<file path="config.mk">
export PLATFORM = sky130hd
export DESIGN_NAME = tod_pps_stamp
export DESIGN_NICKNAME = d
export VERILOG_FILES = /design/src/rtl/tod_pkg.sv /design/src/rtl/tod_counter.sv /design/src/rtl/pps_edge_detect.sv /design/src/rtl/edge_capture.sv /design/src/rtl/tod_regs.sv /design/src/rtl/tod_pps_stamp.sv
export SDC_FILE = /design/constraint.sdc
export NUM_CORES = 1
export LEC_CHECK = 0
export BUFFER_PORTS_ARGS = -buffer_cell sky130_fd_sc_hd__buf_4
export CORE_UTILIZATION = 43
export CTS_CLUSTER_DIAMETER = 50
export DETAILED_ROUTE_END_ITERATION = 10
export PLACE_DENSITY = 0.69
export SLEW_MARGIN = 10
export SYNTH_ARGS = -nofsm -noshare
export SYNTH_HDL_FRONTEND = slang
export SYNTH_HIERARCHICAL = 1
export SYNTH_SLANG_ARGS = --single-unit
</file>
<file path="constraint.sdc">
create_clock -name clk -period 6.8 [get_ports clk]
set_input_delay 0.34 -clock clk [delete_from_list [all_inputs] [get_ports clk]]
set_output_delay 0.34 -clock clk [all_outputs]
set_load 0.005 [all_outputs]
</file>
<file path="src/rtl/tod_pkg.sv">
`timescale 1ns/1ps
package tod_pkg;
  localparam int SEC_W  = 32;
  localparam int NS_W   = 30;
  localparam int WORD_W = 64;
  localparam int ADDR_W = 6;
  localparam int PAD_W  = WORD_W - SEC_W - NS_W;

  localparam logic [NS_W-1:0] NS_LIMIT = 30'd1_000_000_000;

  typedef struct packed {
    logic [SEC_W-1:0] sec;
    logic [NS_W-1:0]  ns;
  } tod_t;

  // address bits [5:3] select a region, bits [2:0] a byte within it
  typedef enum logic [2:0] {
    RG_TIME   = 3'd0,
    RG_STAGE  = 3'd1,
    RG_CTRL   = 3'd2,
    RG_ASTAMP = 3'd3,
    RG_ASEQ   = 3'd4,
    RG_CSTAMP = 3'd5,
    RG_CSEQ   = 3'd6,
    RG_NONE   = 3'd7
  } region_e;

  function automatic logic [WORD_W-1:0] tod_word(tod_t t);
    return {t.sec, {PAD_W{1'b0}}, t.ns};
  endfunction

  function automatic logic [7:0] pick_byte(logic [WORD_W-1:0] w, logic [2:0] idx);
    return w[{idx, 3'b000} +: 8];
  endfunction
endpackage

</file>
<file path="src/rtl/tod_counter.sv">
`timescale 1ns/1ps
module tod_counter
  import tod_pkg::*;
#(
  parameter int unsigned NS_INC = 10
) (
  input  logic clk,
  input  logic rst,
  input  logic load_en,
  input  tod_t load_val,
  output tod_t tod_q
);
  localparam logic [NS_W:0] INC_W   = (NS_W+1)'(NS_INC);
  localparam logic [NS_W:0] LIMIT_W = {1'b0, NS_LIMIT};

  logic [NS_W:0] sum;
  tod_t          run_next;
  tod_t          load_norm;

  always_comb begin
    sum      = {1'b0, tod_q.ns} + INC_W;
    run_next = tod_q;
    if (sum >= LIMIT_W) begin
      run_next.ns  = NS_W'(sum - LIMIT_W);
      run_next.sec = tod_q.sec + 1'b1;
    end else begin
      run_next.ns  = sum[NS_W-1:0];
    end
    load_norm = load_val;
    if (load_val.ns >= NS_LIMIT) begin
      load_norm.ns  = load_val.ns - NS_LIMIT;
      load_norm.sec = load_val.sec + 1'b1;
    end
  end

  always_ff @(posedge clk) begin
    if (rst)          tod_q <= '0;
    else if (load_en) tod_q <= load_norm;
    else              tod_q <= run_next;
  end


  ns_range_chk: assert property (@(posedge clk) disable iff (rst)
    tod_q.ns < NS_LIMIT);


  carry_chk: assert property (@(posedge clk) disable iff (rst)
    !load_en |=> ((tod_q.sec != $past(tod_q.sec)) == (tod_q.ns < $past(tod_q.ns))));
endmodule

</file>
<file path="src/rtl/pps_edge_detect.sv">
`timescale 1ns/1ps
module pps_edge_detect #(
  parameter int STAGES = 2
) (
  input  logic clk,
  input  logic rst,
  input  logic pps_in,
  output logic rise_o,
  output logic fall_o
);
  logic [STAGES-1:0] sync_q;
  logic              last_q;
  logic [STAGES:0]   shift_in;

  assign shift_in = {sync_q, pps_in};

  always_ff @(posedge clk) begin
    if (rst) begin
      sync_q <= '0;
      last_q <= 1'b0;
    end else begin
      sync_q <= shift_in[STAGES-1:0];
      last_q <= shift_in[STAGES];
    end
  end

  assign rise_o =  sync_q[STAGES-1] & ~last_q;
  assign fall_o = ~sync_q[STAGES-1] &  last_q;
endmodule

</file>
<file path="src/rtl/edge_capture.sv">
`timescale 1ns/1ps
module edge_capture
  import tod_pkg::*;
#(
  parameter int SEQ_W = 32
) (
  input  logic             clk,
  input  logic             rst,
  input  logic             evt_i,
  input  logic             en_i,
  input  tod_t             tod_i,
  input  logic             clr_i,
  output tod_t             stamp_o,
  output logic [SEQ_W-1:0] seq_o,
  output logic             flag_o
);
  logic fire;
  assign fire = evt_i & en_i;

  always_ff @(posedge clk) begin
    if (rst) begin
      stamp_o <= '0;
      seq_o   <= '0;
      flag_o  <= 1'b0;
    end else begin
      if (fire) begin
        stamp_o <= tod_i;
        seq_o   <= seq_o + 1'b1;
      end
      if (fire)       flag_o <= 1'b1;
      else if (clr_i) flag_o <= 1'b0;
    end
  end


  seq_step_chk: assert property (@(posedge clk) disable iff (rst)
    fire |=> seq_o == $past(seq_o) + 1'b1);


  seq_hold_chk: assert property (@(posedge clk) disable iff (rst)
    !fire |=> $stable(seq_o) && $stable(stamp_o));


  flag_set_chk: assert property (@(posedge clk) disable iff (rst)
    fire |=> flag_o);
endmodule

</file>
<file path="src/rtl/tod_regs.sv">
`timescale 1ns/1ps
module tod_regs
  import tod_pkg::*;
#(
  parameter int SEQ_W = 32
) (
  input  logic                  clk,
  input  logic                  rst,
  input  logic                  bus_rd,
  input  logic                  bus_wr,
  input  logic [ADDR_W-1:0]     bus_addr,
  input  logic [7:0]            bus_wdata,
  output logic [7:0]            bus_rdata,
  input  tod_t                  live_tod,
  input  tod_t [1:0]            stamp_i,
  input  logic [1:0][SEQ_W-1:0] seq_i,
  input  logic [1:0]            flag_i,
  output logic [1:0]            cap_en_o,
  output logic [1:0]            clr_o,
  output logic                  load_en_o,
  output tod_t                  load_val_o
);
  region_e             region;
  logic [2:0]          idx;
  logic [WORD_W-1:0]   stage_q;
  logic [1:0]          ctrl_q;
  tod_t                snap_q;
  logic [7:0]          rd_byte;
  logic                snap_take;

  assign region    = region_e'(bus_addr[5:3]);
  assign idx       = bus_addr[2:0];
  assign snap_take = bus_rd && region == RG_TIME && idx == 3'd0;

  always_comb begin
    rd_byte = 8'h00;
    case (region)
      RG_TIME:   rd_byte = (idx == 3'd0) ? pick_byte(tod_word(live_tod), 3'd0)
                                         : pick_byte(tod_word(snap_q), idx);
      RG_STAGE:  rd_byte = pick_byte(stage_q, idx);
      RG_CTRL: begin
        case (idx)
          3'd0:    rd_byte = {6'b0, ctrl_q};
          3'd1:    rd_byte = {6'b0, flag_i};
          default: rd_byte = 8'h00;
        endcase
      end
      RG_ASTAMP: rd_byte = pick_byte(tod_word(stamp_i[0]), idx);
      RG_ASEQ:   rd_byte = pick_byte(WORD_W'(seq_i[0]), idx);
      RG_CSTAMP: rd_byte = pick_byte(tod_word(stamp_i[1]), idx);
      RG_CSEQ:   rd_byte = pick_byte(WORD_W'(seq_i[1]), idx);
      default:   rd_byte = 8'h00;
    endcase
  end

  always_ff @(posedge clk) begin
    if (rst) begin
      stage_q   <= '0;
      ctrl_q    <= '0;
      snap_q    <= '0;
      bus_rdata <= '0;
    end else begin
      if (bus_rd)    bus_rdata <= rd_byte;
      if (snap_take) snap_q    <= live_tod;
      if (bus_wr && region == RG_STAGE) stage_q[{idx, 3'b000} +: 8] <= bus_wdata;
      if (bus_wr && region == RG_CTRL && idx == 3'd0) ctrl_q <= bus_wdata[1:0];
    end
  end

  assign cap_en_o       = ctrl_q;
  assign clr_o[0]       = bus_rd && region == RG_ASEQ && idx == 3'd0;
  assign clr_o[1]       = bus_rd && region == RG_CSEQ && idx == 3'd0;
  assign load_en_o      = bus_wr && region == RG_STAGE && idx == 3'd7;
  assign load_val_o.sec = {bus_wdata, stage_q[55:32]};
  assign load_val_o.ns  = stage_q[NS_W-1:0];


  snap_hold_chk: assert property (@(posedge clk) disable iff (rst)
    !snap_take |=> $stable(snap_q));
endmodule

</file>
<file path="src/rtl/tod_pps_stamp.sv">
`timescale 1ns/1ps
module tod_pps_stamp
  import tod_pkg::*;
#(
  parameter int unsigned NS_INC      = 10,
  parameter int          SYNC_STAGES = 2,
  parameter int          SEQ_W       = 32
) (
  input  logic              clk,
  input  logic              rst,
  input  logic              pps_in,
  input  logic              bus_rd,
  input  logic              bus_wr,
  input  logic [ADDR_W-1:0] bus_addr,
  input  logic [7:0]        bus_wdata,
  output logic [7:0]        bus_rdata
);
  tod_t                  tod_now;
  tod_t                  load_val;
  logic                  load_en;
  logic                  rise, fall;
  logic [1:0]            evt;
  logic [1:0]            cap_en, clr;
  tod_t [1:0]            stamp;
  logic [1:0][SEQ_W-1:0] seq;
  logic [1:0]            flag;

  tod_counter #(.NS_INC(NS_INC)) u_counter (
    .clk(clk), .rst(rst), .load_en(load_en), .load_val(load_val), .tod_q(tod_now)
  );

  pps_edge_detect #(.STAGES(SYNC_STAGES)) u_edge (
    .clk(clk), .rst(rst), .pps_in(pps_in), .rise_o(rise), .fall_o(fall)
  );

  assign evt = {fall, rise};

  for (genvar e = 0; e < 2; e++) begin : g_cap
    edge_capture #(.SEQ_W(SEQ_W)) u_cap (
      .clk(clk), .rst(rst), .evt_i(evt[e]), .en_i(cap_en[e]), .tod_i(tod_now),
      .clr_i(clr[e]), .stamp_o(stamp[e]), .seq_o(seq[e]), .flag_o(flag[e])
    );
  end

  tod_regs #(.SEQ_W(SEQ_W)) u_regs (
    .clk(clk), .rst(rst), .bus_rd(bus_rd), .bus_wr(bus_wr), .bus_addr(bus_addr),
    .bus_wdata(bus_wdata), .bus_rdata(bus_rdata), .live_tod(tod_now),
    .stamp_i(stamp), .seq_i(seq), .flag_i(flag), .cap_en_o(cap_en),
    .clr_o(clr), .load_en_o(load_en), .load_val_o(load_val)
  );
endmodule

</file>
==> results.py <==
metrics = {
    "timing": {
        "drv_slew": 0,
        "setup_violations": 0,
        "relSlewSlack_pct": 16.3,
        "tns_ps": 0,
        "fin_skew_ps": 20.0,
        "tightest_slew_ps": 1250,
        "fin_ws_ps": 1640,
        "max_freq_mhz": 194,
        "finalCriticalPeriod_ps": 5160,
        "finalHoldViolations": 0,
        "rsz0062_at_grt": "no",
        "finalCritPeriodShare_pct": 75.9,
    },
    "global_routing": {
        "grt_antenna_before_repair": 1,
        "grt_pass1_vias": 18883,
        "grtUsageTotal_pct": 30.7,
        "grt_max_degree": 137,
        "grt_pass1_wl_mm": 117,
        "grt_remaining_overflow": 0,
    },
    "place": {
        "hpwl_mm": 54.9,
        "pre_cts_slack_ps": 1800,
        "port_buffers": 26,
        "placed_cells": 3152,
        "place.gp.congestion": 0.986,
    },
    "clock_tree": {
        "cts.sinks": 391,
        "cts_setup_buffers": 0,
        "cts_root_buf": "clkbuf_16",
        "clk_latency_ps": 600,
        "cts.reportedPaths.clkPinSlew_ps": 60,
        "cts_made_buffers": 48,
        "htree_levels": 2,
        "clock_path_buffers": 3,
        "cts_tree": "yes",
    },
    "die": {
        "initial_utilization_pct": 43.6,
        "rows": 81,
        "die_x_um": 225,
        "io_pins": 27,
        "dieArea_um2": 50600,
        "core_area_um2": 49000,
        "die_h_um": 225,
    },
    "logic_synthesis": {
        "synth_warnings": 6,
        "async_flop_share_pct": 0,
        "syn_area_per_cell_um2": 7.94,
        "ys_types": 101,
        "netlist.area_leader.share_pct": 36.6,
        "syn_nets": 2721,
        "synthTopCellsByArea": "dfxtp_1 (37%), nand2_1 (9.5%), a21oi_1 (7.6%), nor2_1 (3.8%), xor2_1 (3.2%)",
        "synth_top_area_cell": "dfxtp_1",
        "synthesis.area_um2": 21400,
        "synth-main-ff-cell": "dfxtp_1",
        "synth-seq-cells": 391,
        "synth_edf_count": 0,
        "yosysSeqAreaShare_pct": 36.6,
        "synthCells": 2690,
    },
    "pwr": {
        "power.leakage_nw": 7.56,
        "p_per_area_nw_per_um2": 227,
        "peakVddDrop_v": 0.000190,
    },
    "routing": {
        "ant_nets": 0,
        "drt-met1-wl_mm": 31.0,
        "wl_mm": 79.0,
        "highest_layer": "met5",
        "via_per_inst": 6.28,
        "wire_per_inst_um": 24.4,
        "vias": 20374,
        "routed-wl-met2_mm": 34.4,
        "dr.pass1.iters": 6,
        "drc": 0,
        "dr_wl_met3_mm": 8.61,
        "drt_iter0_drc": 2659,
    },
    "worst_setup_path": {
        "ff2ff_setup_slack_ps": 1640,
        "endpoint_kind": "flop",
        "r2r_end": "u_counter/tod_q[49]",
        "reg2reg_from": "u_counter/tod_q[4]",
        "crit_chain": "nand4_4 -> nor4_2 -> nor4b_1 -> o22a_1 -> nand2_1 -> nand4b_2 -> a311oi_2 -> or3b_1 -> a31oi_1",
        "worstPathArrival_ps": 5680,
        "max_stage_delay_ps": 1130,
        "cp.required_ps": 7320,
        "worst-setup-path-type": "flop to flop",
        "cp_slowest_cell": "a311oi_2",
        "crit_fanout": 19,
        "cp-start-kind": "flop",
        "r2r_cells": 9,
    },
    "layout": {
        "fill_cells": 4887,
        "n_antenna_cell": 0,
        "fin_cells": 3242,
        "drive_above_1_share_pct": 8.42,
        "seqCellArea_um2": 7830,
        "multi_input_area_um2": 12100,
        "synthToLayoutAreaGrowth_pct": 6.82,
        "nets": 2570,
    },
    "hold_path": {
        "min_path_cells": 3,
        "hold_class": "input port to flop",
        "holdPathEnd": "u_regs/stage_q[34]",
        "min_from": "bus_wdata[2]",
    },
    "run": {
        "cap_violations": 0,
    },
    "outcome": {
        "status": "finished, final reports clean",
    },
}
-- worst max-delay path by stage --
stage / slack (ps) / endpoint / cells after the start / startpoint
6_report: 1640 / u_counter/tod_q[49] / 9 / u_counter/tod_q[4]
3_3_place_gp: 1930 / u_counter/tod_q[49] / 9 / u_counter/tod_q[4]
5_1_grt: 1250 / u_counter/tod_q[48] / 9 / u_counter/tod_q[5]
4_1_cts: 1790 / u_counter/tod_q[50] / 9 / u_counter/tod_q[4]
3_5_place_dp: 1800 / u_counter/tod_q[50] / 9 / u_counter/tod_q[4]
2_1_floorplan: 3430 / u_counter/tod_q[38] / 12 / u_counter/tod_q[1]
-- cells in the final DEF, fill, tap and decap left out, types with 51 or more instances in the layout --
| cell type | count |
|---|---|
| nand4_1 | 54 |
| a21oi_1 | 326 |
| o21ai_0 | 55 |
| nand3_1 | 90 |
| mux2i_1 | 51 |
| xnor2_1 | 63 |
| dfxtp_1 | 391 |
| nor2_1 | 213 |
| xor2_1 | 79 |
| nand2_1 | 536 |
-- metrics by stage --
| step | total power [mW] | hold WS, ps | cell area, um^2 | utilization [%] |
|---|---|---|---|---|
| floorplan | 2.56 | 412 | 21400 | - |
| global placement | 2.66 | 440 | 21200 | 43.4 |
| detailed placement | 2.66 | 443 | 21200 | 43.4 |
| CTS | 5.20 | 88.4 | 22800 | 46.6 |
| global route | 5.32 | 109 | 22800 | 46.6 |
| finish | 5.19 | 118 | 22800 | 46.6 |
-- state kept, by name, indices dropped and copies added, names as in the netlist --
| signal | flops |
|---|---|
| g_cap.u_cap/flag_o | 2 |
| g_cap.u_cap/seq_o | 64 |
| g_cap.u_cap/stamp_o | 124 |
| u_counter/tod_q | 62 |
| u_edge/last_q | 1 |
| u_edge/sync_q | 2 |
| u_regs/bus_rdata | 8 |
| u_regs/cap_en_o | 2 |
| u_regs/snap_q | 62 |
| u_regs/stage_q | 64 |
-- cells in the mapped netlist (20+ instances only) --
cell	number
o22ai_1	37
buf_2	44
nand2_1	538
xor2_1	79
and3_1	33
dfxtp_1	391
a21oi_1	326
nand3_1	91
inv_1	36
nor2_1	214
buf_4	71
o21ai_0	55
xnor2_1	63
nand4_1	54
a31oi_1	23
mux4_2	25
a221oi_1	20
mux2i_1	51
clkbuf_1	109
nor3_1	25
and4_1	20
-- power by group --
part | switching [mW] | total [mW] | leakage, nW | internal, mW
logic | 0.225 | 0.306 | 3.65 | 0.0808
registers | 0.0209 | 2.32 | 3.15 | 2.30
clock network | 1.04 | 2.56 | 0.762 | 1.51
total | 1.29 | 5.19 | 7.56 | 3.89
-- layer usage --
layer  up-vias  GRT usage [%]
met5         -              0
met4         2           17.6
met3       273           5.88
met2      1205           47.6
met1      9740           39.8
li1       9154              -
-- final cells by class --
class | instances | share of cell area, %
flip-flops and latches | 391 | 34.3
clock buffers | 75 | 6.20
clock inverters | 14 | 0.691
multi-input cells | 2013 | 53.0
inverters | 39 | 0.642
well taps | 664 | 3.64
repair buffers | 46 | 1.56
-- cell families (layout without fill, tap and decap cells) --
group                      Yosys count  in the layout  synth area share [%]
AOI/OAI and AO/OA                  644            644                  18.9
adders and majority gates           12             12                 0.703
buffers and inverters              286            174                  6.90
DFF                                391            391                  36.6
xor gates and xnor gates           142            142                  5.82
and+or+nand+nor                   1123           1123                  25.1
muxes                               92             92                  5.90
-- what timing repair did --
| item | 4_1_cts | 5_1_grt |
|---|---|---|
| hold buffers | 1 | 0 |
| resized for setup | 0 | 0 |
| endpoints found under the hold margin | 1 | 0 |
-- worst max-delay path: cells and delay by family, from the launching register on --
kind	cells	cell delay (ps)
AO/OA/AOI/OAI	3	1590
flip-flops	1	590
AND/OR/NAND/NOR	6	2880
No activity file was read; power rests on OpenSTA's default activity.
